File: src/rtl/pwr_pkg.sv
package pwr_pkg;
  localparam int LEGACY_BIT = 31;
  localparam int SCALE_BIT  = 30;
  localparam int SR_BIT     = 21;
  localparam int MAX_SRC    = 16;

  typedef enum logic [2:0] {
    RUN      = 3'd0,
    ENTER_SR = 3'd1,
    SLEEP    = 3'd2,
    EXIT_SR  = 3'd3,
    WAKE     = 3'd4
  } pwrState_t;

  typedef struct packed {
    logic setIrq;
    logic clrLegacy;
  } seqStrobe_t;
endpackage

File: src/rtl/pwr_sync.sv
module pwr_sync #(
  parameter int WIDTH  = 16,
  parameter int STAGES = 2
) (
  input  logic             clk,
  input  logic             rstN,
  input  logic [WIDTH-1:0] din,
  output logic [WIDTH-1:0] dout
);
  logic [WIDTH-1:0] stage [STAGES];

  for (genvar s = 0; s < STAGES; s++) begin : g_stage
    always_ff @(posedge clk or negedge rstN) begin
      if (!rstN) stage[s] <= '0;
      else if (s == 0) stage[s] <= din;
      else stage[s] <= stage[(s == 0) ? 0 : s - 1];
    end
  end

  assign dout = stage[STAGES-1];
endmodule

File: src/rtl/pwr_regs.sv
module pwr_regs
  import pwr_pkg::*;
#(
  parameter int NUM_SRC     = 16,
  parameter int ADDR_W      = 2,
  parameter int SYNC_STAGES = 2
) (
  input  logic               clk,
  input  logic               rstN,
  input  logic               busWr,
  input  logic [ADDR_W-1:0]  busAddr,
  input  logic [31:0]        busWdata,
  output logic [31:0]        busRdata,
  input  logic [NUM_SRC-1:0] wakeAct,
  input  seqStrobe_t         strobe,
  output logic               legacyReq,
  output logic               srEn,
  output logic               scaleEn,
  output logic               wakeHit,
  output logic               wakeIrq
);
  localparam logic [ADDR_W-1:0] CTRL_A = '0;
  localparam logic [ADDR_W-1:0] STAT_A = ADDR_W'(1);
  localparam logic [31:0] SRC_MASK = 32'((64'd1 << NUM_SRC) - 1);
  localparam logic [31:0] WR_MASK  = (32'd1 << LEGACY_BIT) | (32'd1 << SCALE_BIT)
                                   | (32'd1 << SR_BIT) | SRC_MASK;

  logic [31:0]        ctrlQ;
  logic               irqQ;
  logic [NUM_SRC-1:0] syncAct;
  logic               ctrlWr, statWr;

  assign ctrlWr = busWr && (busAddr == CTRL_A);
  assign statWr = busWr && (busAddr == STAT_A);

  pwr_sync #(.WIDTH(NUM_SRC), .STAGES(SYNC_STAGES)) uSync (
    .clk(clk), .rstN(rstN), .din(wakeAct), .dout(syncAct)
  );

  always_ff @(posedge clk or negedge rstN) begin
    if (!rstN) begin
      ctrlQ <= '0;
    end else if (ctrlWr) begin
      ctrlQ <= busWdata & WR_MASK;
    end else if (strobe.clrLegacy) begin
      ctrlQ[LEGACY_BIT] <= 1'b0;
    end
  end

  always_ff @(posedge clk or negedge rstN) begin
    if (!rstN) irqQ <= 1'b0;
    else if (strobe.setIrq) irqQ <= 1'b1;
    else if (statWr && busWdata[0]) irqQ <= 1'b0;
  end

  always_comb begin
    busRdata = '0;
    if (busAddr == CTRL_A) busRdata = ctrlQ;
    else if (busAddr == STAT_A) busRdata = {31'b0, irqQ};
  end

  assign legacyReq = ctrlQ[LEGACY_BIT];
  assign srEn      = ctrlQ[SR_BIT];
  assign scaleEn   = ctrlQ[SCALE_BIT];
  assign wakeHit   = |(syncAct & ctrlQ[NUM_SRC-1:0]);
  assign wakeIrq   = irqQ;

  a_r10_irq_sticky: assert property (@(posedge clk) disable iff (!rstN)
    (irqQ && !(statWr && busWdata[0])) |=> irqQ);

  a_r5_legacy_cleared: assert property (@(posedge clk) disable iff (!rstN)
    (strobe.clrLegacy && !ctrlWr) |=> !legacyReq);
endmodule

File: src/rtl/pwr_seq.sv
module pwr_seq
  import pwr_pkg::*;
(
  input  logic       clk,
  input  logic       rstN,
  input  logic       cpuWfi,
  input  logic       legacyReq,
  input  logic       srEn,
  input  logic       scaleEn,
  input  logic       wakeHit,
  input  logic       srAck,
  output seqStrobe_t strobe,
  output logic       cpuClkEn,
  output logic       cpuRstHold,
  output logic       srReq,
  output logic       clkScaleReq
);
  pwrState_t state, stateNext;
  logic legacyPath, legacyPathNext;
  logic srUsed, srUsedNext;

  always_comb begin
    stateNext      = state;
    legacyPathNext = legacyPath;
    srUsedNext     = srUsed;
    unique case (state)
      RUN: if (legacyReq || cpuWfi) begin
        legacyPathNext = legacyReq;
        srUsedNext     = srEn;
        stateNext      = srEn ? ENTER_SR : SLEEP;
      end
      ENTER_SR: if (srAck) stateNext = SLEEP;
      SLEEP:    if (wakeHit) stateNext = srUsed ? EXIT_SR : WAKE;
      EXIT_SR:  if (!srAck) stateNext = WAKE;
      WAKE:     stateNext = RUN;
      default:  stateNext = RUN;
    endcase
  end

  always_ff @(posedge clk or negedge rstN) begin
    if (!rstN) begin
      state      <= RUN;
      legacyPath <= 1'b0;
      srUsed     <= 1'b0;
    end else begin
      state      <= stateNext;
      legacyPath <= legacyPathNext;
      srUsed     <= srUsedNext;
    end
  end

  assign cpuClkEn         = (state == RUN) || (state == WAKE);
  assign cpuRstHold       = legacyPath && (state != RUN);
  assign srReq            = (state == ENTER_SR) || ((state == SLEEP) && srUsed);
  assign clkScaleReq      = (state == SLEEP) && wakeHit && scaleEn;
  assign strobe.setIrq    = (state == WAKE);
  assign strobe.clrLegacy = (state == WAKE) && legacyPath;

  a_r6_stay_asleep: assert property (@(posedge clk) disable iff (!rstN)
    (state == SLEEP && !wakeHit) |=> (state == SLEEP));

  a_r7_clk_after_sr_exit: assert property (@(posedge clk) disable iff (!rstN)
    ($rose(cpuClkEn) && srUsed) |-> !$past(srAck));

  a_r5_rst_after_clk: assert property (@(posedge clk) disable iff (!rstN)
    $fell(cpuRstHold) |-> $past(cpuClkEn));
endmodule

File: src/rtl/pwr_sleep_ctrl.sv
module pwr_sleep_ctrl
  import pwr_pkg::*;
#(
  parameter int NUM_SRC     = 16,
  parameter int ADDR_W      = 2,
  parameter int SYNC_STAGES = 2
) (
  input  logic               clk,
  input  logic               rstN,
  input  logic               busWr,
  input  logic [ADDR_W-1:0]  busAddr,
  input  logic [31:0]        busWdata,
  output logic [31:0]        busRdata,
  input  logic               cpuWfi,
  input  logic [NUM_SRC-1:0] wakeAct,
  input  logic               srAck,
  output logic               cpuClkEn,
  output logic               cpuRstHold,
  output logic               srReq,
  output logic               clkScaleReq,
  output logic               wakeIrq
);
  seqStrobe_t strobe;
  logic legacyReq, srEn, scaleEn, wakeHit;

  initial begin
    assert (NUM_SRC >= 1 && NUM_SRC <= MAX_SRC);
  end

  pwr_regs #(.NUM_SRC(NUM_SRC), .ADDR_W(ADDR_W), .SYNC_STAGES(SYNC_STAGES)) uRegs (
    .clk(clk), .rstN(rstN), .busWr(busWr), .busAddr(busAddr), .busWdata(busWdata),
    .busRdata(busRdata), .wakeAct(wakeAct), .strobe(strobe), .legacyReq(legacyReq),
    .srEn(srEn), .scaleEn(scaleEn), .wakeHit(wakeHit), .wakeIrq(wakeIrq)
  );

  pwr_seq uSeq (
    .clk(clk), .rstN(rstN), .cpuWfi(cpuWfi), .legacyReq(legacyReq), .srEn(srEn),
    .scaleEn(scaleEn), .wakeHit(wakeHit), .srAck(srAck), .strobe(strobe),
    .cpuClkEn(cpuClkEn), .cpuRstHold(cpuRstHold), .srReq(srReq),
    .clkScaleReq(clkScaleReq)
  );
endmodule

File: config.mk
export PLATFORM = sky130hd
export DESIGN_NAME = pwr_sleep_ctrl
export DESIGN_NICKNAME = d
export VERILOG_FILES = /design/src/rtl/pwr_pkg.sv /design/src/rtl/pwr_sync.sv /design/src/rtl/pwr_regs.sv /design/src/rtl/pwr_seq.sv /design/src/rtl/pwr_sleep_ctrl.sv
export SDC_FILE = /design/constraint.sdc
export NUM_CORES = 1
export LEC_CHECK = 0
export BUFFER_PORTS_ARGS = -buffer_cell sky130_fd_sc_hd__clkbuf_2
export CORE_MARGIN = 2
export CORE_UTILIZATION = 48
export DETAILED_ROUTE_END_ITERATION = 6
export HOLD_SLACK_MARGIN = 0.12
export PLACE_DENSITY = 0.79
export SLEW_MARGIN = 10
export SYNTH_ARGS = -nofsm -noshare
export SYNTH_HDL_FRONTEND = slang
export SYNTH_SLANG_ARGS = --single-unit
export TNS_END_PERCENT = 100
File: constraint.sdc
create_clock -name clk -period 1.5 [get_ports clk]
set_clock_uncertainty 0.1 [all_clocks]
set_input_delay 0.075 -clock clk [delete_from_list [all_inputs] [get_ports clk]]
set_output_delay 0.075 -clock clk [all_outputs]
set_load 0.02 [all_outputs]
### Word-level counts from Yosys, hierarchy flattened

Cells that the tools add are included.

* register bits: 57
* output and inout port bits: 37
* word-level logic and storage cells: 50

* reduce and logical (&&, ||, !) cells: 19
* equal/unequal tests: 9
* muxes and demuxes: 13
* bitwise operators: 1

Operators by type and width (number)
* 2-to-1 mux 32 bit: 1
* AND 16 bit: 1
* OR reduction 16 bit: 1
* 2-to-1 mux 3 bit: 5
* one-hot mux 3 bit (4 select lines): 1
* logical AND 1 bit: 8
* == test 3 x 2 -> 1 bit (second input constant): 2
* 2-to-1 mux 1 bit: 5
* != test 2 x 1 -> 1 bit (second input constant): 2
* != test 2 bit (second input constant): 2
* AND reduction 4 bit: 1
* nonzero test 2 bit: 2
* == test 3 x 1 -> 1 bit (second input constant): 1
* == test 3 bit (second input constant): 1
* zero test 3 bit: 1
* logical OR 1 bit: 3
* nonzero test 3 bit: 1
* == test 2 x 1 -> 1 bit (second input constant): 1
* zero test 2 bit: 1
* 2-to-1 mux 2 bit: 1
* AND reduction 2 bit: 1

### Depth between registers and ports, before layout

* word-level depth: 5
* gate-level depth with buffers: 5
* mapped depth without buffers: 4

### Hierarchy

A second synthesis with hierarchy kept.

* cell total of the unflattened synthesis: 176
* area, all modules: 2396.0 um^2

By module, submodules not included
* pwr_regs: times used 1, area an instance 1133.6 um^2, sequential area each 500.5 um^2, cells an instance 90
* pwr_sync: times used 1, area an instance 920.9 um^2, sequential area each 800.8 um^2, cells an instance 48
* pwr_seq: times used 1, area an instance 341.6 um^2, sequential area each 125.1 um^2, cells an instance 38

### Worst setup path after synthesis

No wires, ideal clock.

* path type: flip-flop to flip-flop
* start: reg uSeq.state[0]
* end: reg uRegs.ctrlQ[31]
* required time: 1.273 ns
* library setup time: 0.127 ns
* period minus slack after synthesis: 1.324 ns
* cell stages (with the launch flop): 6
* arrival time: 1.097 ns
* path slack: 0.176 ns
* cell sequence: dfrtp_1 buf_4 nor2_1 nand3_1 nand2_1 o21ai_0

* longest elaborated chain between the ends: 3

Ends and longest elaborated chain
* from (decl): line pwr_seq.sv:18 `pwrState_t state, stateNext;`
* from (signal assigned): line pwr_seq.sv:46 `state <= stateNext;`
* == test 3 bit: line pwr_seq.sv:57 `assign strobe.clrLegacy = (state == WAKE) && legacyPath;`
* logical AND 1 bit: line pwr_seq.sv:57
* nonzero test 2 bit (no line)
* to (signal assigned): line pwr_regs.sv:44 `ctrlQ <= busWdata & WR_MASK;`
* to (decl): line pwr_regs.sv:28 `logic [31:0] ctrlQ;`

Every way passes these cells.
A chain may end at the register's enable or synchronous reset.

### Final worst setup path

* start: reg uRegs.ctrlQ[2]
* end: out clkScaleReq

* longest elaborated chain between the ends: 4

Ends and longest elaborated chain
* AND 16 bit: line pwr_regs.sv:65 `assign wakeHit = |(syncAct & ctrlQ[NUM_SRC-1:0]);`
* OR reduction 16 bit: line pwr_regs.sv:65
* logical AND 1 bit (2 in a row): line pwr_seq.sv:55 `assign clkScaleReq = (state == SLEEP) && wakeHit && scaleEn;`
* to (decl): line pwr_sleep_ctrl.sv:20 `output logic clkScaleReq,`

Every way passes these cells.

==> results.json <==
{
  "critPathLaunchType": "flop",
  "max-clock-path-buffers": 2,
  "wl_met1_mm": 1.98,
  "start_util": 0.490,
  "switching_share": 0.294,
  "drt_pass1_iterations": 4,
  "setup_viol": 4,
  "clk_pin_slew_ps": 70,
  "worstPathArrival_ps": 1630,
  "die_x_um": 73.0,
  "dieArea_um2": 5320,
  "finalMaxSlewViolations": 0,
  "cp_cell_sequence": "a22o_1 > a221oi_2 > and4_4 > nor2_2 > buf_6",
  "cts_tree": "built",
  "die_h_um": 73.0,
  "power.net_switching_uw": 1370,
  "diodes": 0,
  "grt_usage": 0.207,
  "min_period_ps": 1800,
  "ant_nets": 0,
  "area_growth_pct": 47.0,
  "min-delay-path-class": "primary input to asynchronous set/reset pin",
  "top_layer_used": "met4",
  "worstPathMaxFanout": 3,
  "clkLatencyLatePin_ps": 320,
  "status": "finished with violations",
  "ys_types": 26,
  "powerDensity_nw_per_um2": 1390,
  "io_pins": 92,
  "worstSetupEndpointType": "output port",
  "relSlewSlack": 0.624,
  "finalHoldViolations": 0,
  "grt_start_max_net_pins": 22,
  "port_buffers": 65,
  "finalSetupTns_ps": -426,
  "post_drt_wl_per_cell_um": 14.2,
  "p_comb_frac": 0.273,
  "via_per_inst": 4.72,
  "cp_slowest_cell": "dfrtp_1",
  "drt_iter0_markers": 79,
  "power.share.sequential": 0.430,
  "final_nets": 341,
  "worstMarginPinSlew_ps": 564,
  "wl_mm": 4.90,
  "crit_required_ps": 1320,
  "ir_drop_v": 0.000708,
  "period_share": 1.20,
  "whs_ps": 171,
  "ys_seq_area_frac": 0.625,
  "cts_max_level": 3,
  "numCtsBuffers": 9,
  "wl_met3_um": 224,
  "synth_top_area_cell": "dfrtp_1",
  "fmax_mhz": 554,
  "crit_type": "flop to output port",
  "gp_congestion": 0.779,
  "dr_total_vias": 1624,
  "grt_pass1_vias": 1691,
  "clockRootBuffer": "clkbuf_8",
  "synth_top_area_share": 0.625,
  "post_route_cells_drive_above_1_share": 0.434,
  "max-cap-violations": 0,
  "core-area_um2": 4660,
  "setup_ws_ps": -305,
  "rsz0062_at_grt": "true",
  "antenna_found_initial": 0,
  "clkPwrFrac": 0.297,
  "yosys_warnings": 0,
  "wl_met2_mm": 2.66,
  "slowest_delay_ps": 390,
  "rows": 25,
  "synth_seq_cells": 57,
  "power.leakage_uw": 0.00165,
  "violations": "setup timing",
  "syn_area_um2": 2280,
  "synthTopCellsByArea": "dfrtp_1, mux2_4, and2_1, buf_4, a22o_1",
  "cts.sinks": 57,
  "grt_overflow": 0,
  "n_fill_cell": 332,
  "drc_errors": 0,
  "hpwl_mm": 3.10,
  "synthCells": 161,
  "grt_first_pass_wirelength_mm": 7.94,
  "syn_avg_cell_area_um2": 14.2,
  "p_int_uw": 3290
}
cell usage after synthesis:
| library cell | count |
|---|---|
| mux2_2 | 1 |
| mux2i_1 | 1 |
| a221oi_1 | 4 |
| a21oi_1 | 2 |
| o21ai_0 | 7 |
| nor2b_1 | 4 |
| conb_1 | 1 |
| nand2_1 | 4 |
| clkbuf_1 | 1 |
| nand2b_1 | 3 |
| buf_6 | 3 |
| nor2_4 | 1 |
| nor3_4 | 1 |
| and4_1 | 1 |
| a22o_1 | 6 |
| and2_1 | 18 |
| buf_4 | 14 |
| dfrtp_1 | 57 |
| nand4b_1 | 1 |
| mux2_4 | 18 |
| a211oi_1 | 2 |
| a21o_1 | 1 |
| nand3_1 | 1 |
| o22ai_1 | 1 |
| and2_4 | 1 |
| nor2_1 | 7 |
cells by family after synthesis:
| kind of cell | count (synthesis) | synth area share |
|---|---|---|
| flops | 57 | 0.625 |
| mux | 20 | 0.128 |
| other cells | 1 | 0.00164 |
| simple gates | 42 | 0.112 |
| compound gates | 23 | 0.0707 |
| buf+inv | 18 | 0.0625 |
state kept, by name, summed over array words and instances, names as in the netlist:
| name | cells |
|---|---|
| uRegs.ctrlQ | 19 |
| uRegs.uSync.dout | 16 |
| uRegs.uSync.stage | 16 |
| uRegs.wakeIrq | 1 |
| uSeq.legacyPath | 1 |
| uSeq.srUsed | 1 |
| uSeq.state | 3 |
metrics by stage:
step | worst slack (ps) | std cells | instance area, µm² | utilization | total power [µW]
final | -305 | 344 | 3360 | 0.720 | 4660
after CTS | -325 | 341 | 3310 | 0.710 | 4550
after detailed placement | -106 | 283 | 2670 | 0.573 | 3030
after global routing | -379 | 344 | 3360 | 0.720 | 4910
after floorplan | 176 | 173 | 2330 | - | 2720
after global placement | -100 | 283 | 2670 | 0.573 | 2990
per-layer routing:
| metal | GRT usage | vias to the layer above |
|---|---|---|
| met4 | 0.0741 | 0 |
| met2 | 0.365 | 55 |
| met1 | 0.239 | 786 |
| met3 | 0.0635 | 6 |
| li1 | - | 777 |
| met5 | 0 | - |
power by group through the flow:
stage          Clock (µW)  Sequential, µW  Combinational (µW)
3_5_place_dp            0            2010                1020
5_1_grt              1470            2030                1410
4_1_cts              1420            1990                1140
2_1_floorplan           0            1920                 801
6_report             1390            2000                1270
3_3_place_gp            0            2000                 999
final timing paths:
path | from | end | slack (ps) | cells past startpoint
worst min-delay path | rstN | uRegs.wakeIrq | 170 | 2
min in group clk | uRegs.uSync.stage[17] | uRegs.uSync.dout[1] | 250 | 0
worst max register to register | uRegs.ctrlQ[2] | uSeq.state[0] | -60 | 5
worst min register to register | uRegs.uSync.stage[17] | uRegs.uSync.dout[1] | 250 | 0
worst max-delay path | uRegs.ctrlQ[2] | clkScaleReq | -300 | 5
max in group asynchronous | rstN | uSeq.state[0] | 610 | 3
layout make-up:
cell class | count | area (µm²) | area share
Sequential cell | 57 | 1430 | 0.426
Timing Repair Buffer | 120 | 866 | 0.258
Multi-Input combinational cell | 98 | 798 | 0.238
Clock buffer | 12 | 155 | 0.0462
Tap cell | 54 | 67.6 | 0.0201
Clock inverter | 3 | 40.0 | 0.0119
layout by cell type, fill, tap and decap left out, drive strengths merged, types with 2 or more instances in the layout:
master	n
and2	19
nand2	4
o21ai	7
dfrtp	57
dlygate4sd3	40
a221oi	4
nand2b	3
clkbuf	74
nor2	8
mux2	19
buf	18
a21oi	2
a22o	6
a211oi	2
nor2b	4
conb	13
clkinv	2
repair_timing:
item	CTS	global route
pin swaps	1	3
hold endpoints to repair	96	0
resized for setup	8	13
endpoints found under the setup margin	6	6
cloned	0	0
setup buffers	3	5
hold buffers	40	0
critical path: cells and delay by family (launching register included):
family / cells / cell delay (ps)
AND/OR/NAND/NOR: 2 / 330
buffers and inverters: 1 / 120
flip-flops: 1 / 390
AO/OA/AOI/OAI: 2 / 470
No activity file was read; power rests on OpenSTA's default activity.
